==> config.mk <==
export PLATFORM = sky130hd
export DESIGN_NAME = dplt_seq
export DESIGN_NICKNAME = d
export VERILOG_FILES = /design/src/rtl/dplt_pkg.sv /design/src/rtl/dplt_caps.sv /design/src/rtl/dplt_lane_eval.sv /design/src/rtl/dplt_xfer.sv /design/src/rtl/dplt_seq.sv
export SDC_FILE = /design/constraint.sdc
export NUM_CORES = 1
export LEC_CHECK = 0
export CORE_MARGIN = 2
export CORE_UTILIZATION = 30
export DETAILED_ROUTE_END_ITERATION = 10
export GPL_TIMING_DRIVEN = 0
export PLACE_DENSITY = 0.51
export SYNTH_ARGS = -nofsm -noshare
export SYNTH_HDL_FRONTEND = slang
export SYNTH_SLANG_ARGS = --single-unit
==> constraint.sdc <==
create_clock -name clk -period 3.2 [get_ports clk]
set_clock_uncertainty 0.2 [all_clocks]
set_input_delay 0.48 -clock clk [delete_from_list [all_inputs] [get_ports clk]]
set_output_delay 0.48 -clock clk [all_outputs]
set_load 0.01 [all_outputs]
==> src/rtl/dplt_pkg.sv <==
package dplt_pkg;
  localparam int ADDR_W = 12;

  typedef enum logic [3:0] {
    S_IDLE, S_PWR, S_BW, S_LC, S_TP, S_LSET,
    S_RD_ST0, S_RD_ST1, S_RD_ALN, S_RD_AJ0, S_RD_AJ1,
    S_EVAL, S_DIS
  } seq_state_e;

  localparam logic [ADDR_W-1:0] A_PWR   = 12'h600;
  localparam logic [ADDR_W-1:0] A_RATE  = 12'h100;
  localparam logic [ADDR_W-1:0] A_LANES = 12'h101;
  localparam logic [ADDR_W-1:0] A_PAT   = 12'h102;
  localparam logic [ADDR_W-1:0] A_LSET0 = 12'h103;
  localparam logic [ADDR_W-1:0] A_STAT0 = 12'h202;
  localparam logic [ADDR_W-1:0] A_STAT1 = 12'h203;
  localparam logic [ADDR_W-1:0] A_ALIGN = 12'h204;
  localparam logic [ADDR_W-1:0] A_ADJ0  = 12'h206;
  localparam logic [ADDR_W-1:0] A_ADJ1  = 12'h207;

  localparam logic [7:0] PAT_TP1 = 8'h21;
  localparam logic [7:0] PAT_TP2 = 8'h22;
  localparam logic [7:0] PAT_OFF = 8'h00;
  localparam logic [7:0] PWR_D0  = 8'h01;

  function automatic logic [7:0] drive_byte(input logic [1:0] sw, input logic [1:0] pe);
    drive_byte = {2'b00, (pe == 2'd3), pe, (sw == 2'd3), sw};
  endfunction
endpackage

==> src/rtl/dplt_caps.sv <==
module dplt_caps #(
  parameter int          MAX_LANES = 4,
  parameter logic [7:0]  MAX_RATE  = 8'h0A,
  parameter int          LCW       = 3
) (
  input  logic [7:0]     req_rate,
  input  logic [4:0]     req_lanes,
  output logic [7:0]     rate,
  output logic [LCW-1:0] lanes
);
  logic [7:0] r;
  logic [4:0] l;

  always_comb begin
    r = (req_rate == 8'h06 || req_rate == 8'h0A) ? req_rate : 8'h06;
    if (r > MAX_RATE) r = MAX_RATE;
    rate = r;
    l = req_lanes;
    if (l == 5'd0) l = 5'd1;
    if (l > 5'(MAX_LANES)) l = 5'(MAX_LANES);
    if (l == 5'd3) l = 5'd2;
    lanes = l[LCW-1:0];
  end
endmodule

==> src/rtl/dplt_lane_eval.sv <==
module dplt_lane_eval #(
  parameter int MAX_LANES = 4,
  parameter int CR_MAX    = 5,
  parameter int CRW       = 3
) (
  input  logic [7:0]             st0,
  input  logic [7:0]             st1,
  input  logic [7:0]             aln,
  input  logic [7:0]             aj0,
  input  logic [7:0]             aj1,
  input  logic [MAX_LANES-1:0]   act,
  input  logic [2*MAX_LANES-1:0] cur_sw,
  input  logic [2*MAX_LANES-1:0] cur_pe,
  input  logic [CRW*MAX_LANES-1:0] cr_cnt,
  output logic                   cr_ok,
  output logic                   eq_ok,
  output logic                   any_l3,
  output logic                   cr_hit,
  output logic [MAX_LANES-1:0]   same,
  output logic [2*MAX_LANES-1:0] new_sw,
  output logic [2*MAX_LANES-1:0] new_pe
);
  logic [MAX_LANES-1:0] lane_cr, lane_eq, lane_l3, lane_hit;

  for (genvar i = 0; i < MAX_LANES; i++) begin : g_lane
    localparam int SH = (i % 2) * 4;
    logic [7:0] sb, ab;
    logic [3:0] sn, an;
    assign sb = ((i / 2) == 0) ? st0 : st1;
    assign ab = ((i / 2) == 0) ? aj0 : aj1;
    assign sn = sb[SH +: 4];
    assign an = ab[SH +: 4];
    assign new_sw[2*i +: 2] = an[1:0];
    assign new_pe[2*i +: 2] = an[3:2];
    assign lane_cr[i] = ~act[i] | sn[0];
    assign lane_eq[i] = ~act[i] | (sn[2:0] == 3'b111);
    assign lane_l3[i] = act[i] & ((an[1:0] == 2'd3) | (an[3:2] == 2'd3));
    assign same[i]    = act[i] & (an[1:0] == cur_sw[2*i +: 2]) & (an[3:2] == cur_pe[2*i +: 2]);
    assign lane_hit[i] = same[i] & ((cr_cnt[i*CRW +: CRW] + CRW'(1)) == CRW'(CR_MAX));
  end

  assign cr_ok  = &lane_cr;
  assign eq_ok  = aln[0] & (&lane_eq);
  assign any_l3 = |lane_l3;
  assign cr_hit = |lane_hit;
endmodule

==> src/rtl/dplt_xfer.sv <==
module dplt_xfer #(
  parameter int AW = 12
) (
  input  logic          clk,
  input  logic          rst,
  input  logic          go,
  input  logic          we,
  input  logic [AW-1:0] addr,
  input  logic [7:0]    wdata,
  output logic          bus_req,
  output logic          bus_we,
  output logic [AW-1:0] bus_addr,
  output logic [7:0]    bus_wdata,
  input  logic          bus_ack,
  input  logic [7:0]    bus_rdata,
  output logic          rsp_valid,
  output logic [7:0]    rsp_data
);
  always_ff @(posedge clk) begin
    if (rst) begin
      bus_req   <= 1'b0;
      bus_we    <= 1'b0;
      bus_addr  <= '0;
      bus_wdata <= '0;
      rsp_valid <= 1'b0;
      rsp_data  <= '0;
    end else begin
      rsp_valid <= 1'b0;
      if (go && !bus_req) begin
        bus_req   <= 1'b1;
        bus_we    <= we;
        bus_addr  <= addr;
        bus_wdata <= wdata;
      end else if (bus_req && bus_ack) begin
        bus_req   <= 1'b0;
        rsp_valid <= 1'b1;
        rsp_data  <= bus_rdata;
      end
    end
  end
endmodule

==> src/rtl/dplt_seq.sv <==
module dplt_seq
  import dplt_pkg::*;
#(
  parameter int         MAX_LANES = 4,
  parameter logic [7:0] MAX_RATE  = 8'h0A,
  parameter int         CR_MAX    = 5,
  parameter int         EQ_MAX    = 5,
  localparam int        LCW       = $clog2(MAX_LANES + 1)
) (
  input  logic                   clk,
  input  logic                   rst,
  input  logic                   start,
  input  logic [7:0]             req_rate,
  input  logic [4:0]             req_lanes,
  output logic                   bus_req,
  output logic                   bus_we,
  output logic [ADDR_W-1:0]      bus_addr,
  output logic [7:0]             bus_wdata,
  input  logic                   bus_ack,
  input  logic [7:0]             bus_rdata,
  output logic                   busy,
  output logic                   done,
  output logic                   fail,
  output logic [1:0]             tx_pattern,
  output logic [2*MAX_LANES-1:0] tx_swing,
  output logic [2*MAX_LANES-1:0] tx_preemph,
  output logic [7:0]             link_rate,
  output logic [LCW-1:0]         lane_count
);
  localparam int CRW = $clog2(CR_MAX + 1);
  localparam int EQW = $clog2(EQ_MAX + 2);

  seq_state_e state;
  logic issued, ph_eq, end_ok;
  logic [7:0] tp_val;
  logic [LCW-1:0] lidx;
  logic [7:0] st0, st1, aln, aj0, aj1;
  logic [CRW*MAX_LANES-1:0] cr_cnt;
  logic [EQW-1:0] eq_cnt;
  logic [MAX_LANES-1:0] act;

  logic [7:0] cap_rate;
  logic [LCW-1:0] cap_lanes;

  logic is_acc, acc_we, go, rsp_valid;
  logic [ADDR_W-1:0] acc_addr;
  logic [7:0] acc_wdata, rsp_data;

  logic cr_ok, eq_ok, any_l3, cr_hit;
  logic [MAX_LANES-1:0] same;
  logic [2*MAX_LANES-1:0] new_sw, new_pe;

  dplt_caps #(.MAX_LANES(MAX_LANES), .MAX_RATE(MAX_RATE), .LCW(LCW)) u_caps (
    .req_rate(req_rate), .req_lanes(req_lanes), .rate(cap_rate), .lanes(cap_lanes)
  );

  dplt_lane_eval #(.MAX_LANES(MAX_LANES), .CR_MAX(CR_MAX), .CRW(CRW)) u_eval (
    .st0(st0), .st1(st1), .aln(aln), .aj0(aj0), .aj1(aj1), .act(act),
    .cur_sw(tx_swing), .cur_pe(tx_preemph), .cr_cnt(cr_cnt),
    .cr_ok(cr_ok), .eq_ok(eq_ok), .any_l3(any_l3), .cr_hit(cr_hit),
    .same(same), .new_sw(new_sw), .new_pe(new_pe)
  );

  dplt_xfer #(.AW(ADDR_W)) u_xfer (
    .clk(clk), .rst(rst), .go(go), .we(acc_we), .addr(acc_addr), .wdata(acc_wdata),
    .bus_req(bus_req), .bus_we(bus_we), .bus_addr(bus_addr), .bus_wdata(bus_wdata),
    .bus_ack(bus_ack), .bus_rdata(bus_rdata), .rsp_valid(rsp_valid), .rsp_data(rsp_data)
  );

  always_comb begin
    for (int i = 0; i < MAX_LANES; i++) act[i] = (i < int'(lane_count));
  end

  always_comb begin
    is_acc    = 1'b1;
    acc_we    = 1'b1;
    acc_addr  = '0;
    acc_wdata = '0;
    case (state)
      S_PWR:    begin acc_addr = A_PWR;   acc_wdata = PWR_D0; end
      S_BW:     begin acc_addr = A_RATE;  acc_wdata = link_rate; end
      S_LC:     begin acc_addr = A_LANES; acc_wdata = 8'(lane_count); end
      S_TP:     begin acc_addr = A_PAT;   acc_wdata = tp_val; end
      S_LSET:   begin
        acc_addr  = A_LSET0 + ADDR_W'(lidx);
        acc_wdata = drive_byte(tx_swing[int'(lidx)*2 +: 2], tx_preemph[int'(lidx)*2 +: 2]);
      end
      S_RD_ST0: begin acc_we = 1'b0; acc_addr = A_STAT0; end
      S_RD_ST1: begin acc_we = 1'b0; acc_addr = A_STAT1; end
      S_RD_ALN: begin acc_we = 1'b0; acc_addr = A_ALIGN; end
      S_RD_AJ0: begin acc_we = 1'b0; acc_addr = A_ADJ0; end
      S_RD_AJ1: begin acc_we = 1'b0; acc_addr = A_ADJ1; end
      S_DIS:    begin acc_addr = A_PAT;   acc_wdata = PAT_OFF; end
      default:  is_acc = 1'b0;
    endcase
  end

  assign go   = is_acc & ~issued;
  assign busy = (state != S_IDLE);

  always_ff @(posedge clk) begin
    if (rst) begin
      state      <= S_IDLE;
      issued     <= 1'b0;
      ph_eq      <= 1'b0;
      end_ok     <= 1'b0;
      tp_val     <= PAT_OFF;
      lidx       <= '0;
      st0 <= '0; st1 <= '0; aln <= '0; aj0 <= '0; aj1 <= '0;
      cr_cnt     <= '0;
      eq_cnt     <= '0;
      done       <= 1'b0;
      fail       <= 1'b0;
      tx_pattern <= 2'd0;
      tx_swing   <= '0;
      tx_preemph <= '0;
      link_rate  <= 8'h06;
      lane_count <= LCW'(1);
    end else begin
      if (go) issued <= 1'b1;
      if (rsp_valid) issued <= 1'b0;
      case (state)
        S_IDLE: if (start) begin
          link_rate  <= cap_rate;
          lane_count <= cap_lanes;
          tp_val     <= PAT_TP1;
          tx_pattern <= 2'd1;
          tx_swing   <= '0;
          tx_preemph <= '0;
          cr_cnt     <= '0;
          eq_cnt     <= '0;
          ph_eq      <= 1'b0;
          done       <= 1'b0;
          fail       <= 1'b0;
          state      <= S_PWR;
        end
        S_PWR: if (rsp_valid) state <= S_BW;
        S_BW:  if (rsp_valid) state <= S_LC;
        S_LC:  if (rsp_valid) state <= S_TP;
        S_TP:  if (rsp_valid) begin lidx <= '0; state <= S_LSET; end
        S_LSET: if (rsp_valid) begin
          if (lidx == lane_count - LCW'(1)) state <= S_RD_ST0;
          else lidx <= lidx + LCW'(1);
        end
        S_RD_ST0: if (rsp_valid) begin st0 <= rsp_data; state <= S_RD_ST1; end
        S_RD_ST1: if (rsp_valid) begin st1 <= rsp_data; state <= ph_eq ? S_RD_ALN : S_RD_AJ0; end
        S_RD_ALN: if (rsp_valid) begin aln <= rsp_data; state <= S_RD_AJ0; end
        S_RD_AJ0: if (rsp_valid) begin aj0 <= rsp_data; state <= S_RD_AJ1; end
        S_RD_AJ1: if (rsp_valid) begin aj1 <= rsp_data; state <= S_EVAL; end
        S_EVAL: begin
          lidx <= '0;
          if (!ph_eq) begin
            if (cr_ok) begin
              for (int i = 0; i < MAX_LANES; i++)
                if (act[i]) begin
                  tx_swing[2*i +: 2]   <= new_sw[2*i +: 2];
                  tx_preemph[2*i +: 2] <= new_pe[2*i +: 2];
                end
              tp_val     <= PAT_TP2;
              tx_pattern <= 2'd2;
              ph_eq      <= 1'b1;
              state      <= S_TP;
            end else if (any_l3 || cr_hit) begin
              tx_pattern <= 2'd0;
              end_ok     <= 1'b0;
              state      <= S_DIS;
            end else begin
              for (int i = 0; i < MAX_LANES; i++) begin
                if (same[i]) cr_cnt[i*CRW +: CRW] <= cr_cnt[i*CRW +: CRW] + CRW'(1);
                if (act[i]) begin
                  tx_swing[2*i +: 2]   <= new_sw[2*i +: 2];
                  tx_preemph[2*i +: 2] <= new_pe[2*i +: 2];
                end
              end
              state <= S_LSET;
            end
          end else begin
            if (!cr_ok) begin
              tx_pattern <= 2'd0;
              end_ok     <= 1'b0;
              state      <= S_DIS;
            end else if (eq_ok) begin
              tx_pattern <= 2'd0;
              end_ok     <= 1'b1;
              state      <= S_DIS;
            end else if (eq_cnt >= EQW'(EQ_MAX)) begin
              tx_pattern <= 2'd0;
              end_ok     <= 1'b0;
              state      <= S_DIS;
            end else begin
              eq_cnt <= eq_cnt + EQW'(1);
              for (int i = 0; i < MAX_LANES; i++)
                if (act[i]) begin
                  tx_swing[2*i +: 2]   <= new_sw[2*i +: 2];
                  tx_preemph[2*i +: 2] <= new_pe[2*i +: 2];
                end
              state <= S_LSET;
            end
          end
        end
        S_DIS: if (rsp_valid) begin
          done  <= end_ok;
          fail  <= ~end_ok;
          state <= S_IDLE;
        end
        default: state <= S_IDLE;
      endcase
    end
  end
endmodule

# Word level (Yosys, flattened, before mapping)
# Index checks and enable logic that the tools add are counted.
# word_totals
ff_bits	126
latchBits	0
ram_bits	0
mem_bits_ro	0
input_bits	25
output_inout_bits	54
n_memories	0
# classes
n_addsub	8
n_mul	0
div	0
magnitude_cmp	7
n_eq_ne	75
n_shift	2
mux	101
n_bitwise	37
n_reduce_logical	42
# ops
operator	n
two-way mux 8 bit	18
one-hot mux 11 bit (10 select lines)	1
two-way mux 4 bit	19
one-hot mux 4 bit (13 select lines)	1
two-way mux 12 bit	4
one-hot mux 8 bit (2 select lines)	3
one-hot mux 8 bit (5 select lines)	1
two-way mux 3 bit	13
AND reduction 6 bit	6
two-way mux 2 bit	15
inequality test 2 x 1 -> 1 bit (second input constant)	15
equality test 3 bit (second input constant)	8
one-hot mux 12 bit (2 select lines)	1
AND reduction 4 bit	6
inequality test 2 bit (second input constant)	11
equality test 2 bit (second input constant)	10
equality test 4 bit (second input constant)	5
adder 3 x 1 -> 3 bit (second input constant)	6
AND 1 bit	18
two-way mux 1 bit	17
equality test 2 bit	8
equality test 4 x 3 -> 1 bit (second input constant)	4
AND reduction 2 bit	8
indexed part select 8 x 5 -> 2 bit	2
38 further kinds	72

# Longest topological paths before layout
# Gate-level depths: netlist of run 1.
# logic_depth
word_depth	10
ltp_mapped	11
ltp_nobuf	9

# Hierarchy
# From an unflattened synthesis of run 1, not the netlist that was laid out.
# unflattened
cells_unflattened	779
hier_area_um2	6725.2
# by_module_without_submodules
mod	n_inst	cells_each	area_per_inst_um2	seq_area_each_um2
dplt_seq	1	555	4745.8	1981.9
dplt_xfer	1	138	1382.6	620.6
dplt_lane_eval	1	70	490.5	0.0
dplt_caps	1	16	106.4	0.0

# Least setup slack after synthesis of run 1
# No wires, ideal clock.
# synth_path
path_type	reg2reg
from	register lane_count[1]
to	register tx_preemph[2]
setup_ns	0.072
t_arrival_ns	2.227
required_time_ns	2.928
path_slack_ns	0.702
path_stages_with_launch	11
path_buffers	1
period_less_slack_ns	2.498
cell_sequence	dfxtp_1 > inv_1 > ha_1 > nand2b_1 > a222oi_1 > o22ai_1 > a311oi_4 > a211oi_2 > nor4bb_1 > buf_4 > mux2i_1
# synth_between
elab_chain_cells	8
word_cells_on_any_way	50
cone_classes	order compare (4); eq/ne (3); mux (8); bitwise (29); reduce/logical (6)
# synth_lines
element	line	rtl
from (decl)	dplt_seq.sv:28	output logic [LCW-1:0] lane_count
from (signal assigned)	dplt_seq.sv:125	lane_count <= cap_lanes;
< comparator 1 x 3 -> 1 bit / < comparator 2 x 3 -> 1 bit (equally long branches)	dplt_seq.sv:71	for (int i = 0; i < MAX_LANES; i++) act[i] = (i < int'(lane_count));
AND 1 bit (2 in series)	dplt_lane_eval.sv:38	assign same[i] = act[i] & (an[1:0] == cur_sw[2*i +: 2]) & (an[3:2] == cur_pe[2*i +: 2]);
AND 1 bit	dplt_lane_eval.sv:39	assign lane_hit[i] = same[i] & ((cr_cnt[i*CRW +: CRW] + CRW'(1)) == CRW'(CR_MAX));
OR reduction 4 bit	dplt_lane_eval.sv:45	assign cr_hit = |lane_hit;
logical OR 1 bit	dplt_seq.sv:163	end else if (any_l3 || cr_hit) begin
inequality test 3 bit (no source line)	-	
AND reduction 6 bit (no source line)	-	
to (signal, indexed assignment)	dplt_seq.sv:157	tx_preemph[2*i +: 2] <= new_pe[2*i +: 2];
to (signal, indexed assignment)	dplt_seq.sv:172	tx_preemph[2*i +: 2] <= new_pe[2*i +: 2];
to (signal, indexed assignment)	dplt_seq.sv:195	tx_preemph[2*i +: 2] <= new_pe[2*i +: 2];
to (decl)	dplt_seq.sv:26	output logic [2*MAX_LANES-1:0] tx_preemph,
# Parallel ways exist; a longest one is shown, timed or not. The select of a mux whose other input is x is not followed.
# A chain may end at the register's enable or synchronous reset.

# Worst setup path after layout of run 1
# layout_path
from	register lane_count[1]
to	register tx_preemph[4]
# Same word-level chain as after synthesis.

==> results of run 1 <==
==> synth_stat cells (all sizes together) (4+ instances only) <==
library cell  instances  area share
nand2b               10       0.011
xor2                 12       0.019
nor3                 30       0.030
o211ai                4      0.0053
ha                   14       0.031
a31o                  6      0.0093
mux2i                51       0.091
nor4                  8      0.0089
nand2                84       0.056
xnor2                11       0.017
nor2b                 6      0.0067
dfxtp               114        0.41
a211oi                8       0.012
inv                  23       0.015
a21oi                40       0.036
and3                 12       0.013
nand4                 8      0.0089
buf                  11       0.013
nor2                 90       0.060
clkbuf               30       0.020
o21ai                15       0.013
a22oi                11       0.015
nand3                20       0.018
==> routing by layer <==
layer / part of all wire / wire, um / global-route usage
met5: 0 / 0 / 0
met4: 0.033 / 601 / 0.0868
met3: 0.053 / 981 / 0.0377
met2: 0.46 / 8530 / 0.307
met1: 0.45 / 8300 / 0.239
==> path summary, 6_finish.rpt <==
| kind | from | endpoint | cells past startpoint |
|---|---|---|---|
| max | lane_count[1] | tx_preemph[4] | 9 |
| min reg2reg | st1[5] | st1[5] | 2 |
| max reg2reg | lane_count[1] | tx_preemph[4] | 9 |
| min | st1[5] | st1[5] | 2 |
==> what timing repair did <==
item / 4_1_cts / 5_1_grt
gates cloned: 0 / 0
setup buffers: 0 / 2
endpoints found under the setup margin: 4 / 16
pin swaps: 1 / 1
resized for setup: 1 / 8
==> kinds of logic (layout without fill, tap and decap cells) <==
kind of cell             count (synthesis)  in the layout  share of synthesized area
AO/OA/AOI/OAI                          120            120                      0.148
AND/OR/NAND/NOR                        278            278                      0.227
adder cells (fa/ha/maj)                 15             15                     0.0329
XOR/XNOR                                23             23                     0.0358
buffers and inverters                   64            168                     0.0484
other                                    1              5                   0.000666
multiplexers                            55             55                      0.103
flip-flops                             114            114                      0.405
==> power by group through the flow <==
stage | Sequential (mW) | Clock, mW | Combinational (mW)
finish | 1.51 | 1.87 | 0.540
global route | 1.51 | 1.97 | 0.587
CTS | 1.51 | 1.91 | 0.533
detailed placement | 1.54 | 0 | 0.530
global placement | 1.53 | 0 | 0.527
floorplan | 1.53 | 0 | 0.313
==> worst reg2reg max path, delay by kind of cell, from the launching register on <==
kind	cells	cell delay, ns
AOI/OAI and AO/OA	4	1.16
and+or+nand+nor	2	0.60
DFF	1	0.39
muxes	1	0.25
adders and majority gates	1	0.19
buffers and inverters	1	0.14
==> layout make-up <==
cell class / count / area [sq um] / share of cell area
Buffer: 41 / 188 / 0.0258
Multi-Input combinational cell: 496 / 3120 / 0.429
Inverter: 23 / 86.3 / 0.0119
Clock inverter: 10 / 108 / 0.0148
Tap cell: 234 / 293 / 0.0403
Timing Repair Buffer: 72 / 716 / 0.0985
Clock buffer: 22 / 474 / 0.0653
Sequential cell: 114 / 2280 / 0.314
==> sequential cells by signal, indices dropped and copies added (netlist names), 2 cells and up <==
signal,flops
tx_pattern,2
lane_count,3
u_xfer.rsp_data,8
u_xfer.bus_wdata,8
tx_preemph,8
st1,6
tp_val,3
aj0,8
st0,6
state,4
eq_cnt,3
tx_swing,8
cr_cnt,12
link_rate,8
aj1,8
lidx,3
u_xfer.bus_addr,7
==> stage by stage <==
step	hold slack (ns)	util	cells
floorplan	0.236	-	674
global placement	0.245	0.357	978
detailed placement	0.255	0.357	978
CTS	0.258	0.389	1010
global route	0.284	0.391	1012
finish	0.269	0.391	1012
==> placed cells by master (no fill, tap or decap), drive strengths merged, types with 20 or more instances in the layout <==
cell type,count
dfxtp,114
inv,23
clkdlybuf4s50,70
a21oi,40
nand3,20
nor3,30
clkbuf,52
mux2i,51
nand2,84
nor2,90
==> impl_metrics.tcl, run 1 <==
set metrics [dict create \
    ios 79 \
    path_max_fanout 9 \
    placed_area_sq_um 6640 \
    avgSynthCellArea_sq_um 8.41 \
    ys_warn_count 0 \
    nFillCells 1927 \
    hold_viol_final 0 \
    period_share 0.944 \
    final_area_sq_um 7260 \
    cp_cell_sequence "inv_1 -> ha_1 -> nand2b_1 -> a222oi_1 -> o22ai_1 -> a311oi_4 -> a211oi_2 -> nor3_2 -> mux2i_1" \
    synth_seq_cells 114 \
    swShare 0.267 \
    area_growth_pct 29.0 \
    finalSetupViolCount 0 \
    rsz0062_at_grt "no" \
    period_minus_slack_ns 3.02 \
    clockBufferDepth 2 \
    power.internal_mw 2.87 \
    track_usage 0.188 \
    critPathBufInv 1 \
    fin_setup_tns_ns 0 \
    critPathMaxStageDelay_ns 0.52 \
    critPathLaunchType "flip-flop" \
    setup_slack_ns 0.180 \
    netlist_instances 670 \
    yosysUniqueCellTypes 56 \
    synth.yosys.seq_area_share 0.405 \
    drtIter0Drc 347 \
    maxSlewHeadroom 0.338 \
    required_ns 3.35 \
    clk_pin_slew_worst_paths_ns 0.06 \
    viasPerCell 5.18 \
    cts_made_buffers 17 \
    cts_max_level 4 \
    cp-end-kind "flip-flop" \
    place.gp.congestion 0.888 \
    drc_errors 0 \
    grt_pass1_wl_mm 28.4 \
    antenna_found_initial 0 \
    wl_per_cell_um 18.2 \
    root_buffer "clkbuf_16" \
    post-dp-hpwl_mm 13.9 \
    dieWidth_um 141 \
    clk_latency_ns 0.42 \
    synth-edff-count 0 \
    power_frac_seq 0.384 \
    drt_wl_total_mm 18.4 \
    worst_slew_pin_slew_ns 0.986 \
    pwr-share-comb 0.138 \
    grt_pass1_vias 5055 \
    ant_nets 0 \
    fp.dieArea_sq_um 19900 \
    p_leak_nw 2.71 \
    worst_ep_arrival_time_ns 3.17 \
    cp_top_family "compound AO/OA/AOI/OAI gates" \
    power_density_nw_per_um2 540 \
    grt_max_degree 17 \
    nets 804 \
    overflow 0 \
    diodes 0 \
    ys.flop_type "dfxtp_1" \
    async_reset_ff_frac 0 \
    dp_slack_ns -0.125 \
    coreArea_sq_um 18600 \
    hold_path_class "flip-flop to flip-flop" \
    cts_tree "yes" \
    fmax_ghz 0.331 \
    ff2ff_setup_slack_ns 0.18 \
    crit_type "flip-flop to flip-flop" \
    cts_hold_buf 0 \
    drt_first_pass_iters 5 \
    placementRows 50 \
    status "finished, final reports clean" \
    clock_sink_count 114 \
    numPortBuffers 70 \
    vias 5245 \
    cap_violations 0 \
    vdd.ir_drop.worst_v 0.000384 \
    chipHeight_um 141 \
    netlist_area_sq_um 5630 \
    power.total_mw 3.92 \
    power.net_switching_mw 1.05 \
    critPathSlowestCell "nor3_2" \
    start_util 0.303 \
    clock_power_share 0.478 \
    layout-drive-gt1-share 0.0925 \
    finalMaxSlewViolations 0 \
]
Note: power is estimated with default switching activity, not from simulation.
==> run 2, diff against run 1 <==
--- a/config.mk
+++ b/config.mk
@@ -8,6 +8,7 @@
 export CORE_MARGIN = 2
 export CORE_UTILIZATION = 30
 export DETAILED_ROUTE_END_ITERATION = 10
+export GPL_ROUTABILITY_DRIVEN = 0
 export GPL_TIMING_DRIVEN = 0
 export PLACE_DENSITY = 0.51
 export SYNTH_ARGS = -nofsm -noshare
==> impl_metrics.tcl, run 2 (synthesized netlist as in run 1, its figures left out) <==
set metrics [dict create \
    status "finished, final reports clean" \
    required_ns 3.34 \
    hold_path_class "flip-flop to flip-flop" \
    fmax_ghz 0.334 \
    swShare 0.265 \
    viasPerCell 5.20 \
    clock_power_share 0.491 \
    path_max_fanout 8 \
    period_minus_slack_ns 2.99 \
    clock_sink_count 114 \
    track_usage 0.183 \
    chipHeight_um 141 \
    nets 802 \
    grt_pass1_vias 5143 \
    pwr-share-comb 0.132 \
    overflow 0 \
    diodes 0 \
    cts_hold_buf 0 \
    drtIter0Drc 422 \
    dp_slack_ns 0.0843 \
    final_area_sq_um 7260 \
    dieWidth_um 141 \
    cap_violations 0 \
    drt_first_pass_iters 5 \
    ios 79 \
    area_growth_pct 28.9 \
    maxSlewHeadroom 0.301 \
    largest_register "cr_cnt" \
    antenna_found_initial 0 \
    vias 5248 \
    ant_nets 0 \
    clockBufferDepth 2 \
    crit_type "flip-flop to flip-flop" \
    clk_pin_slew_worst_paths_ns 0.06 \
    drc_errors 0 \
    setup_slack_ns 0.208 \
    grt_pass1_wl_mm 27.9 \
    placementRows 50 \
    grt_max_degree 17 \
    finalMaxSlewViolations 0 \
    start_util 0.303 \
    layout-drive-gt1-share 0.0876 \
    layout_commonest_cell "dfxtp_1" \
    worst_slew_pin_slew_ns 1.04 \
    rsz0062_at_grt "no" \
    numPortBuffers 70 \
    cts_max_level 4 \
    root_buffer "clkbuf_16" \
    placed_area_sq_um 6640 \
    finalSetupViolCount 0 \
    power.total_mw 3.99 \
    post-dp-hpwl_mm 13.8 \
    power.net_switching_mw 1.06 \
    drt_wl_total_mm 17.9 \
    cts_made_buffers 17 \
    cp-end-kind "flip-flop" \
    vdd.ir_drop.worst_v 0.000411 \
    p_leak_nw 2.71 \
    wl_per_cell_um 17.7 \
    power_frac_seq 0.377 \
    period_share 0.935 \
    largest_register_ffs 12 \
    cts_tree "yes" \
    fp.dieArea_sq_um 19900 \
    hold_viol_final 0 \
    final_cell_mix "dfxtp_1 (113), nor2_1 (89), nand2_1 (84)" \
    worst_ep_arrival_time_ns 3.14 \
    coreArea_sq_um 18600 \
    critPathLaunchType "flip-flop" \
    power_density_nw_per_um2 550 \
    power.internal_mw 2.94 \
    clk_latency_ns 0.42 \
]
[run 2: cell count changes in the layout (fill, tap and decap cells not counted), moves of 2 or more]
| cell | previous run | this run |
|---|---|---|
| buf_4 | 8 | 6 |
| clkinv_2 | 5 | 3 |
| inv_6 | 0 | 2 |
| clkinv_4 | 0 | 2 |
[run 2: metrics by stage]
step,cells,hold WS [ns],setup TNS (ns),util
after floorplan,674,0.236,0,-
final,1010,0.255,0,0.391
after CTS,1010,0.254,0,0.390
after global placement,978,0.246,-0.0717,0.357
after global routing,1010,0.268,0,0.391
after detailed placement,978,0.247,0,0.357
[run 2: critical path, cell delays in order, from the launching register on]
cell and delay, ns:
dfxtp_1 0.36, clkbuf_2 0.19, a21oi_1 0.42, o22ai_1 0.25, a311oi_4 0.45, a211oi_2 0.23
nor4bb_2 0.41, buf_4 0.22, mux2i_1 0.18
[run 2: final timing paths]
path / depth (start not counted) / start / endpoint / slack [ns]
min: 2 / st1[1] / st1[1] / 0.26
max: 8 / lane_count[0] / tx_swing[3] / 0.21
max reg2reg: 8 / lane_count[0] / tx_swing[3] / 0.21
min reg2reg: 2 / st1[1] / st1[1] / 0.26
[run 2: area by class of cell]
| type | instances | area, sq um |
|---|---|---|
| multi-input cells | 496 | 3100 |
| inverters | 23 | 86.3 |
| flip-flops and latches | 114 | 2280 |
| clock buffers | 20 | 457 |
| well taps | 234 | 293 |
| repair buffers | 70 | 701 |
| fillers | 1869 | 11300 |
| plain buffers | 41 | 186 |
| clock inverters | 12 | 155 |
[run 2: power groups by stage]
stage / logic [mW] / clock network, mW / registers (mW)
floorplan: 0.313 / 0 / 1.53
global placement: 0.521 / 0 / 1.53
detailed placement: 0.526 / 0 / 1.54
CTS: 0.527 / 1.99 / 1.51
global route: 0.575 / 2.06 / 1.51
finish: 0.528 / 1.96 / 1.51
[run 2: what timing repair did]
action	CTS	global route
resized for setup	0	3
buffers inserted	0	0
setup endpoints to repair	0	13
[run 2: routing by layer]
| metal | track usage | share of wire |
|---|---|---|
| met4 | 0.0774 | 0.026 |
| met5 | 0 | 0 |
| met2 | 0.301 | 0.48 |
| met1 | 0.234 | 0.45 |
| met3 | 0.0353 | 0.052 |
